$ cat src/rtl/gbm_pkg.sv
// Shared constants and types for the dual-set graphics bank mapper.
// Assumes a 13-bit pattern space split into eight 1 KB slots.
package gbm_pkg;
    localparam int PAT_AW      = 13;
    localparam int DATA_W      = 8;
    localparam int HI_W        = 2;
    localparam int ENTRY_W     = DATA_W + HI_W;
    localparam int NUM_A       = 8;
    localparam int NUM_B       = 4;
    localparam int REG_AW      = 5;
    localparam int PAGE_SH_MIN = 10;
    localparam int SLOT_W      = PAT_AW - PAGE_SH_MIN;

    localparam logic [REG_AW-1:0] RA_A_BASE = 5'h00;
    localparam logic [REG_AW-1:0] RA_B_BASE = 5'h08;
    localparam logic [REG_AW-1:0] RA_MODE   = 5'h10;
    localparam logic [REG_AW-1:0] RA_HIGH   = 5'h11;

    typedef logic [ENTRY_W-1:0] entry_t;

    typedef enum logic [1:0] {
        MODE_8K = 2'd0,
        MODE_4K = 2'd1,
        MODE_2K = 2'd2,
        MODE_1K = 2'd3
    } page_mode_e;

    typedef enum logic {
        SET_A = 1'b0,
        SET_B = 1'b1
    } bank_set_e;
endpackage

$ cat src/rtl/gbm_regfile.sv
// Register file: holds both entry sets, the page-size code, the
// upper-bits latch and the last-written-set marker.
// Assumes one write per cycle; writes land on the next clock edge.
module gbm_regfile
    import gbm_pkg::*;
(
    input  logic                clk,
    input  logic                rst_n,
    input  logic                reg_we,
    input  logic [REG_AW-1:0]   reg_addr,
    input  logic [DATA_W-1:0]   reg_wdata,
    output entry_t              ent_a [NUM_A],
    output entry_t              ent_b [NUM_B],
    output page_mode_e          mode,
    output bank_set_e           last_set
);
    localparam int A_IDX_W = $clog2(NUM_A);
    localparam int B_IDX_W = $clog2(NUM_B);

    logic [REG_AW-1:0]  a_off;
    logic [REG_AW-1:0]  b_off;
    logic               a_hit;
    logic               b_hit;
    logic [A_IDX_W-1:0] a_idx;
    logic [B_IDX_W-1:0] b_idx;
    logic [HI_W-1:0]    hi_q;

    // Decode the register address into set hits and entry indices.
    always_comb begin
        a_off = reg_addr - RA_A_BASE;
        b_off = reg_addr - RA_B_BASE;
        a_hit = reg_we && (a_off < REG_AW'(NUM_A));
        b_hit = reg_we && (b_off < REG_AW'(NUM_B));
        a_idx = a_off[A_IDX_W-1:0];
        b_idx = b_off[B_IDX_W-1:0];
    end

    // Sprite-set entries, each captured with the current upper latch.
    for (genvar i = 0; i < NUM_A; i++) begin : g_ent_a
        always_ff @(posedge clk) begin
            if (!rst_n)
                ent_a[i] <= '0;
            else if (a_hit && (a_idx == A_IDX_W'(i)))
                ent_a[i] <= {hi_q, reg_wdata};
        end
    end

    // Background-set entries, each captured with the current upper latch.
    for (genvar j = 0; j < NUM_B; j++) begin : g_ent_b
        always_ff @(posedge clk) begin
            if (!rst_n)
                ent_b[j] <= '0;
            else if (b_hit && (b_idx == B_IDX_W'(j)))
                ent_b[j] <= {hi_q, reg_wdata};
        end
    end

    // Page-size code and upper-bits latch.
    always_ff @(posedge clk) begin
        if (!rst_n) begin
            mode <= MODE_1K;
            hi_q <= '0;
        end else if (reg_we) begin
            if (reg_addr == RA_MODE)
                mode <= page_mode_e'(reg_wdata[1:0]);
            if (reg_addr == RA_HIGH)
                hi_q <= reg_wdata[HI_W-1:0];
        end
    end

    // Track which set received the most recent entry write.
    always_ff @(posedge clk) begin
        if (!rst_n)
            last_set <= SET_A;
        else if (a_hit)
            last_set <= SET_A;
        else if (b_hit)
            last_set <= SET_B;
    end
endmodule

$ cat src/rtl/gbm_page_pick.sv
// Per-set page selector: picks the entry for the current slot under
// the current page size. SPRITE_SET chooses the eight-entry layout,
// otherwise the four-entry background layout. Purely combinational.
module gbm_page_pick
    import gbm_pkg::*;
#(
    parameter bit SPRITE_SET = 1'b1,
    parameter int NUM_ENT    = NUM_A
) (
    input  entry_t             ents [NUM_ENT],
    input  page_mode_e         mode,
    input  logic [SLOT_W-1:0]  slot,
    output entry_t             page
);
    localparam int LAST = NUM_ENT - 1;
    localparam int MID  = NUM_ENT / 2 - 1;

    if (SPRITE_SET) begin : g_sprite
        // Sprite layout: the last entry covers wide pages, slot-indexed at 1 KB.
        always_comb begin
            case (mode)
                MODE_8K: page = ents[LAST];
                MODE_4K: page = slot[SLOT_W-1] ? ents[LAST] : ents[MID];
                MODE_2K: page = ents[{slot[SLOT_W-1:1], 1'b1}];
                MODE_1K: page = ents[slot];
            endcase
        end
    end else begin : g_backgnd
        // Background layout: four entries reused across both pattern halves.
        always_comb begin
            case (mode)
                MODE_8K: page = ents[LAST];
                MODE_4K: page = ents[LAST];
                MODE_2K: page = slot[SLOT_W-1] ? ents[LAST] : ents[MID];
                MODE_1K: page = ents[slot[SLOT_W-2:0]];
            endcase
        end
    end
endmodule

$ cat src/rtl/gbm_addr_form.sv
// Address former: scales the chosen page by the page size, merges the
// in-page offset and wraps to MEM_AW bits. Purely combinational.
module gbm_addr_form
    import gbm_pkg::*;
#(
    parameter int MEM_AW = 18
) (
    input  entry_t              page,
    input  page_mode_e          mode,
    input  logic [PAT_AW-1:0]   pat_addr,
    output logic [MEM_AW-1:0]   phys_addr
);
    localparam int FULL_W = ENTRY_W + PAT_AW;
    localparam int WIDE_W = (MEM_AW > FULL_W) ? MEM_AW : FULL_W;

    logic [PAT_AW-1:0] off_mask;
    logic [WIDE_W-1:0] base;
    logic [WIDE_W-1:0] offs;
    logic [WIDE_W-1:0] full;

    // Page base plus in-page offset, truncated to the memory size.
    always_comb begin
        off_mask  = {PAT_AW{1'b1}} >> mode;
        offs      = WIDE_W'(pat_addr & off_mask);
        base      = WIDE_W'(page) << (PAT_AW - int'(mode));
        full      = base | offs;
        phys_addr = full[MEM_AW-1:0];
    end
endmodule

$ cat src/rtl/gfx_bank_mapper.sv
// Dual-set graphics bank mapper top. Picks the sprite or background
// entry set from the fetch flags (or the last-written set while idle)
// and forms a wrapped physical address. MEM_AW is log2 of memory size.
module gfx_bank_mapper
    import gbm_pkg::*;
#(
    parameter int MEM_AW = 18
) (
    input  logic                clk,
    input  logic                rst_n,
    input  logic                reg_we,
    input  logic [REG_AW-1:0]   reg_addr,
    input  logic [DATA_W-1:0]   reg_wdata,
    input  logic                sprite_phase,
    input  logic                render_on,
    input  logic [PAT_AW-1:0]   pat_addr,
    output logic [MEM_AW-1:0]   phys_addr
);
    entry_t            ent_a [NUM_A];
    entry_t            ent_b [NUM_B];
    page_mode_e        mode;
    bank_set_e         last_set;
    bank_set_e         sel_set;
    entry_t            page_a;
    entry_t            page_b;
    entry_t            page_sel;
    logic [SLOT_W-1:0] slot;

    assign slot = pat_addr[PAT_AW-1:PAGE_SH_MIN];

    gbm_regfile u_regfile (
        .clk       (clk),
        .rst_n     (rst_n),
        .reg_we    (reg_we),
        .reg_addr  (reg_addr),
        .reg_wdata (reg_wdata),
        .ent_a     (ent_a),
        .ent_b     (ent_b),
        .mode      (mode),
        .last_set  (last_set)
    );

    gbm_page_pick #(.SPRITE_SET(1'b1), .NUM_ENT(NUM_A)) u_pick_a (
        .ents (ent_a),
        .mode (mode),
        .slot (slot),
        .page (page_a)
    );

    gbm_page_pick #(.SPRITE_SET(1'b0), .NUM_ENT(NUM_B)) u_pick_b (
        .ents (ent_b),
        .mode (mode),
        .slot (slot),
        .page (page_b)
    );

    // Choose the set from the fetch phase, falling back to the last written.
    always_comb begin
        if (sprite_phase)
            sel_set = SET_A;
        else if (render_on)
            sel_set = SET_B;
        else
            sel_set = last_set;
        page_sel = (sel_set == SET_A) ? page_a : page_b;
    end

    gbm_addr_form #(.MEM_AW(MEM_AW)) u_addr_form (
        .page      (page_sel),
        .mode      (mode),
        .pat_addr  (pat_addr),
        .phys_addr (phys_addr)
    );
endmodule

$ cat config.mk
export PLATFORM = sky130hd
export DESIGN_NAME = gfx_bank_mapper
export DESIGN_NICKNAME = d
export VERILOG_FILES = /design/src/rtl/gbm_pkg.sv /design/src/rtl/gbm_regfile.sv /design/src/rtl/gbm_page_pick.sv /design/src/rtl/gbm_addr_form.sv /design/src/rtl/gfx_bank_mapper.sv
export SDC_FILE = /design/constraint.sdc
export NUM_CORES = 1
export LEC_CHECK = 0
export ABC_AREA = 0
export ABC_CLOCK_PERIOD_IN_PS = 10080
export BUFFER_PORTS_ARGS = -buffer_cell sky130_fd_sc_hd__buf_4
export CORE_ASPECT_RATIO = 0.6
export CORE_UTILIZATION = 40
export CTS_CLUSTER_SIZE = 12
export DETAILED_ROUTE_END_ITERATION = 8
export PLACE_DENSITY = 0.64
export SLEW_MARGIN = 0
export SYNTH_ARGS = -nofsm -noshare
export SYNTH_HDL_FRONTEND = slang
export SYNTH_HIERARCHICAL = 1
export SYNTH_SLANG_ARGS = --single-unit
$ cat constraint.sdc
create_clock -name clk -period 10.08 [get_ports clk]
set_clock_uncertainty 0.2 [all_clocks]
set_input_delay 3.024 -clock clk [delete_from_list [all_inputs] [get_ports clk]]
set_output_delay 3.024 -clock clk [all_outputs]
set_load 0.02 [all_outputs]
# Word level (Yosys, flattened, before mapping)
# Cells that the tools add are included.
# word_totals
register_bits	125
inputBits	31
output_inout_bits	18
wordCells	82
# classes
add_sub_neg	2
order_cmp	5
n_eq_ne	15
shifts	2
muxes	16
bitwise_logic	6
n_reduce_logical	21
# op_table
op	n
$mux 10	9
$bmux 10 s3	2
$pmux 10 s4	1
$shl 10x32->18	1
$pmux 10 s3	1
$bmux 10 s2	1
$or 18x18->18	1
$logic_and 1x1->1	14
$and 13x13->13	1
$shr 13x2->13 const A	1
$eq 3x3->1 const B	4
$eq 5x5->1 const B	2
$eq 2x2->1 const B	4
$ge 4x4->1 const B	2
$not 3->4	2
$eq 3x2->1 const B	2
$lt 5x3->1 const B	1
$lt 5x4->1 const B	1
$sub 4x2->5 const A	1
$sub 5x4->5 const B	1
$eq 2x1->1 const B	2
$logic_not 2->1	2
$reduce_and 2->1	2
$reduce_or 2->1	2
other kinds (6)	7

# Depth between registers and ports, before layout
# Gate-level depths: netlist of the first run.
# logic_depth
depth_word	8
mapped_depth	10
mapped_depth_nobuf	7

# Hierarchy
# Netlist of the first run, hierarchy kept.
# by_module_without_submodules
module	instances	cells_each	area_each_um2	seq_area_each_um2
gbm_regfile	1	439	4561.9	2502.4
gbm_page_pick (u_pick_a)	1	117	1051.0	0.0
gbm_page_pick (u_pick_b)	1	91	737.0	0.0
gbm_addr_form	1	26	251.5	0.0
gfx_bank_mapper	1	12	168.9	0.0

# Worst setup path after synthesis of the first run
# OpenSTA, ideal clock, no wires.
# synth_path
kind	input-to-output
start	input pat_addr[12]
end	output phys_addr[12]
arrival_time_ps	4745
required_ps	6856
path_slack_ps	2111
path_stages	7
n_path_buf	2
path_cell_list	buf_6 -> buf_6 -> mux4_2 -> a2111oi_2 -> nor2_1 -> mux2_4 -> mux4_2
# synth_between
elab_chain_cells	8
word_cells_on_any_way	16
cone_classes	shift (1); mux (11); bitwise (4)
# synth_rtl
item	line_no	rtl
start, declared	gfx_bank_mapper.sv:16	input logic [PAT_AW-1:0] pat_addr,
$not 3->4 (on tied branches)	gbm_page_pick.sv:25, gbm_page_pick.sv:24	
$bmux 10 s3 (on tied branches)	gbm_page_pick.sv:25, gbm_page_pick.sv:24	
$mux 10 (on tied branches) (2 in series)	gbm_page_pick.sv:25, gbm_page_pick.sv:24	
$pmux 10 s4 *	gbm_page_pick.sv:21	case (mode)
via page_a[0]	gfx_bank_mapper.sv:24	entry_t page_a;
$mux 10 *	gfx_bank_mapper.sv:65	page_sel = (sel_set == SET_A) ? page_a : page_b;
via page_sel[0]	gfx_bank_mapper.sv:26	entry_t page_sel;
$shl 10x32->18 *	gbm_addr_form.sv:25	base = WIDE_W'(page) << (PAT_AW - int'(mode));
$or 18x18->18 *	gbm_addr_form.sv:26	full = base | offs;
end, declared	gfx_bank_mapper.sv:17	output logic [MEM_AW-1:0] phys_addr
# Mark *: on every way through the listed nets, which the timed path passes. The rest lies on a longest branch. The select of a mux whose other input is x is not followed.

# Worst setup path in the final report of the first run
# Same ends and word-level chain as after synthesis.

==> metrics, run 1 <==
status=completed; setup bufs post-CTS=0; NumNets Final=575; Setup crit start=pat_addr[12]; sequence of cells on the critical path=buf_4 > mux2i_1 > mux2i_1 > a2111oi_2 > nor2_1 > mux2_4 > mux4_2 > buf_4; first-pass iteration count of the detailed router=5; WL/cell=19.1 um; clock-pin slew on the worst setup and hold paths=0.07 ns; cell family with most CP delay=multiplexers; Bufs and invs on worst path=2; Synth Instances=567; die width=154 um; Antenna diodes=0; GRT Total Usage=0.200; power density cells=142 nW/um2; flop-to-flop setup slack=8.80 ns; fin crit period=8.57 ns; Hold Path Cell Cnt=2; relative slew slack=0.130; fin util=0.446; Resized Gates After CTS=0; vias in the first global route=3,997; Final setup viols=0; CTS H-tree lvls=3; Mapped Nets=598; layout cells sized above 1=0.179; Die ar.=14,300 um2; DP HPWL=9370 um; first-pass GRT wire length=21,800 um; number of routed nets with antenna violations=0; CTS Buf Count=9; WHS=0.260 ns; Residual DRC=0; Peak VDD IR=69.2 uV; crit path launch type=primary input; maximum fanout along the worst path=43; Post-CTS Hold Buffers=0; number of fill cells in the layout=1,229; Area growth syn-to-layout=6.08%; Initial Util=0.420; crit path kind=primary input to output pin; reg2reg end=u_regfile/mode[1]$_SDFFE_PN1P_; CTS tree=done; final hold vios=0; Worst Setup EP=phys_addr[12]; Hold WC Path Type=register to register; CP peak stage delay=0.48 ns; Via density=5.65; Clk Latency, worst-skew pair=0.34 ns; Port-buffer cells=28; RSZ-0062 raised after global routing=no; RR Startpoint=u_regfile/mode[1]$_SDFFE_PN1P_; cell area after synthesis=5540 um2; fmax=117 MHz; initial antenna violation count=0; Routability Congestion=0.791; CTS Buffer Depth=2; largest net degree at the start of global routing=108; sum of negative setup slack=0 ns; DR iter-0 viols=275; Yosys warnings=6; Die Height=93.1 um; CP max-delay cell=buf_4; Placement Rows=32; Avg Cell Area, Syn=9.77 um2; Overflow after GRT=0; Sinks on Clock Net=99; fin. max-slew vios=0; Core Area=13,200 um2; I/O pin cnt=49; via count=4,063; cell count along the critical path=8; Worst Setup End Kind=output pin; total of max-cap violations=0; Reg2Reg Depth=3; Worst EP required=6.86 ns; crit path DAT=5.35 ns; Worst Setup Slack, final=1.51 ns; post-route clock period utilization=0.851; clk root buf=clkbuf_16; Routed WL=13,700 um; Pleak=2.81 nW; Slew @ Worst Pin=1.29 ns; Post-Place Setup Slack=1.52 ns
metrics by stage:
stage,power [mW],cells,cell area [um2]
final,0.834,719,5870
after global routing,0.865,719,5870
after floorplan,0.476,567,5540
after detailed placement,0.495,703,5570
after CTS,0.843,719,5870
after global placement,0.492,703,5570
worst register-to-register path, delay by kind of cell (launching register included):
kind / cells / cell delay [ns]
AOI/OAI and AO/OA: 1 / 0.18
buffers and inverters: 2 / 0.51
DFF: 1 / 0.31
layer usage:
metal  track usage  vias up  share of wire  routed length [um]
met5             0        -              0                   0
met4        0.0533        0         0.0060                  82
met3        0.0431       10          0.073                1000
met2         0.291      131           0.41                5560
met1         0.294     2011           0.52                7080
li1              -     1911              -                   -
state kept, by name (all words and copies together), names as in the netlist:
name,count
u_regfile/last_set,1
u_regfile/mode,2
u_regfile/ent_b,32
u_regfile/ent_a,64
cell type report:
cell class / instances / area [um2] / share of cell area
clock inverter: 7 / 76.3 / 0.0130
multi-input combinational: 400 / 3130 / 0.534
sequential: 99 / 1980 / 0.337
clock buffer: 9 / 225 / 0.0383
timing repair buffer: 31 / 233 / 0.0396
tap: 170 / 213 / 0.0362
inverter: 3 / 11.3 / 0.00192
worst min-delay path by stage:
stage,startpoint,endpoint,slack [ns]
2_1_floorplan,u_regfile/ent_a[54]$_SDFFE_PN0P_,u_regfile/ent_a[54]$_SDFFE_PN0P_,0.23
3_3_place_gp,u_regfile/ent_a[53]$_SDFFE_PN0P_,u_regfile/ent_a[53]$_SDFFE_PN0P_,0.24
3_5_place_dp,u_regfile/ent_b[37]$_SDFFE_PN0P_,u_regfile/ent_b[37]$_SDFFE_PN0P_,0.25
4_1_cts,u_regfile/ent_a[14]$_SDFFE_PN0P_,u_regfile/ent_a[14]$_SDFFE_PN0P_,0.26
5_1_grt,u_regfile/ent_a[53]$_SDFFE_PN0P_,u_regfile/ent_a[53]$_SDFFE_PN0P_,0.28
6_report,u_regfile/ent_a[14]$_SDFFE_PN0P_,u_regfile/ent_a[14]$_SDFFE_PN0P_,0.26
power breakdown:
part	internal, mW	switching [mW]
Clock	0.194	0.154
Combinational	0.0360	0.0550
Sequential	0.394	0.00184
Total	0.624	0.211
cells in the final DEF, fill, tap and decap left out, types with 6 or more instances in the layout:
master and instances:
mux2i_1 136, nand2_1 112, dfxtp_1 99, buf_4 31
a21oi_1 17, nor2_1 11, mux4_2 10, nor2b_1 10
or2b_1 10, clkbuf_16 9, mux2_2 9, nand2_2 9
mux2_4 8, or3b_1 8, o22ai_1 8, a311oi_1 8
a211oi_1 7, nand2b_1 6, nor3_2 6
(Power assumes the default switching activity.)
==> run 2, diff against run 1 <==
--- a/config.mk
+++ b/config.mk
@@ -6,13 +6,13 @@
 export NUM_CORES = 1
 export LEC_CHECK = 0
 export ABC_AREA = 0
-export ABC_CLOCK_PERIOD_IN_PS = 10080
+export ABC_CLOCK_PERIOD_IN_PS = 7600
 export BUFFER_PORTS_ARGS = -buffer_cell sky130_fd_sc_hd__buf_4
 export CORE_ASPECT_RATIO = 0.6
-export CORE_UTILIZATION = 40
+export CORE_UTILIZATION = 55
 export CTS_CLUSTER_SIZE = 12
 export DETAILED_ROUTE_END_ITERATION = 8
-export PLACE_DENSITY = 0.64
+export PLACE_DENSITY = 0.84
 export SLEW_MARGIN = 0
 export SYNTH_ARGS = -nofsm -noshare
 export SYNTH_HDL_FRONTEND = slang
==> constraint.sdc (replaced) <==
create_clock -name clk -period 7.6 [get_ports clk]
set_clock_uncertainty 0.2 [all_clocks]
set_input_delay 2.28 -clock clk [delete_from_list [all_inputs] [get_ports clk]]
set_output_delay 2.28 -clock clk [all_outputs]
set_load 0.02 [all_outputs]
==> metrics, run 2 (synthesis results as in run 1) <==
status=completed; crit path DAT=4.55 ns; RR Startpoint=u_regfile/mode[1]$_SDFFE_PN1P_; CTS Buf Count=9; die width=132 um; Residual DRC=0; Core Area=9460 um2; final hold vios=0; NumNets Final=576; post-route clock period utilization=0.925; placed instance count=664; largest registers=u_regfile/ent_a (64), u_regfile/ent_b (32), u_regfile/mode (2); Via density=6.08; Final setup viols=0; Routed WL=13,500 um; clock-pin slew on the worst setup and hold paths=0.07 ns; area of the multi-input gates=3130 um2; M3 GR Usage=0.0705; CP peak stage delay=0.45 ns; Initial Util=0.585; layout cells sized above 1=0.179; via count=4,130; Die Height=79.7 um; FF+latch area=1980 um2; crit path launch type=primary input; Clk Latency, worst-skew pair=0.35 ns; fmax=142 MHz; DP HPWL=9000 um; most common cell after layout, fill and taps aside=mux2i_1; fin cells=679; setup bufs post-CTS=0; Placement Rows=27; fin crit period=7.03 ns; maximum fanout along the worst path=43; Slew @ Worst Pin=1.19 ns; GRT busiest layer=met2; CP max-delay cell=buf_4; Post-Place Setup Slack=0.580 ns; largest reg by FF count=u_regfile/ent_a; Setup crit start=pat_addr[12]; Post-CTS Hold Buffers=0; Reg2Reg Depth=3; first-pass GRT wire length=21,300 um; CTS Buffer Depth=2; CTS H-tree lvls=3; M2 GR Usage=0.407; crit path kind=primary input to output pin; RSZ-0062 raised after global routing=no; Worst Setup Slack, final=0.573 ns; number of routed nets with antenna violations=0; largest net degree at the start of global routing=108; number of fill cells in the layout=755; sequence of cells on the critical path=buf_4 > mux2i_1 > mux2i_1 > a2111oi_2 > nor2_1 > mux2_4 > mux4_2 > buf_4; relative slew slack=0.193; fin. max-slew vios=0; vias in the first global route=4,003; Peak VDD IR=111 uV; grt met1 use=0.374; Antenna diodes=0; Overflow after GRT=0; power density cells=195 nW/um2; first-pass iteration count of the detailed router=5; commonest non-fill, non-tap cells in the layout=136 x mux2i_1, 112 x nand2_1, 99 x dfxtp_1; Worst EP required=5.12 ns; CTS tree=done; sum of negative setup slack=0 ns; DR iter-0 viols=431; max reg flops=64; Die ar.=10,500 um2; Worst Setup End Kind=output pin; Worst Min Path Start=u_regfile/ent_a[61]$_SDFFE_PN0P_; initial antenna violation count=0; total of max-cap violations=0; clk root buf=clkbuf_16; WL/cell=19.9 um; GRT Total Usage=0.269; Port-buffer cells=28; Sinks on Clock Net=99; Hold WC Path Type=register to register; Resized Gates After CTS=0; Area growth syn-to-layout=5.69%; Routability Congestion=0.841; Hold Path Cell Cnt=2; Pleak=2.83 nW; I/O pin cnt=49
run 2: final cells by class:
class                           instances  area share
Clock buffer                            9      0.0385
Clock inverter                          6      0.0167
Inverter                                3     0.00192
Multi-Input combinational cell        400       0.535
Sequential cell                        99       0.339
Tap cell                              130      0.0278
Timing Repair Buffer                   32      0.0410
run 2: metal layers:
| metal | routed length, um | part of all wire | vias up |
|---|---|---|---|
| li1 | - | - | 1921 |
| met1 | 6260 | 0.46 | 2000 |
| met2 | 5740 | 0.43 | 186 |
| met3 | 1290 | 0.095 | 23 |
| met4 | 198 | 0.015 | 0 |
| met5 | 0 | 0 | - |
run 2: power breakdown:
| group | switching, mW | internal (mW) | total, mW |
|---|---|---|---|
| Clock | 0.206 | 0.292 | 0.498 |
| Sequential | 0.00299 | 0.523 | 0.526 |
| Combinational | 0.0704 | 0.0479 | 0.118 |
run 2: through the flow:
step	cell area [um2]	hold slack, ns	power [mW]	utilization
after floorplan	5540	0.234	0.631	-
after global placement	5530	0.241	0.650	0.585
after detailed placement	5530	0.251	0.653	0.585
after CTS	5850	0.261	1.15	0.619
after global routing	5850	0.284	1.18	0.619
final	5850	0.259	1.14	0.619
run 2: worst paths after layout:
check,end,slack (ns)
worst max-delay path,phys_addr[12],0.57
worst min-delay path,u_regfile/ent_a[61]$_SDFFE_PN0P_,0.26
worst max register to register,u_regfile/mode[1]$_SDFFE_PN1P_,5.79
worst min register to register,u_regfile/ent_a[61]$_SDFFE_PN0P_,0.26
run 2: critical path: cells and delay by family:
kind | cells | cell delay, ns
buffers and inverters | 2 | 0.62
and+or+nand+nor | 1 | 0.07
muxes | 4 | 1.17
AOI/OAI and AO/OA | 1 | 0.37
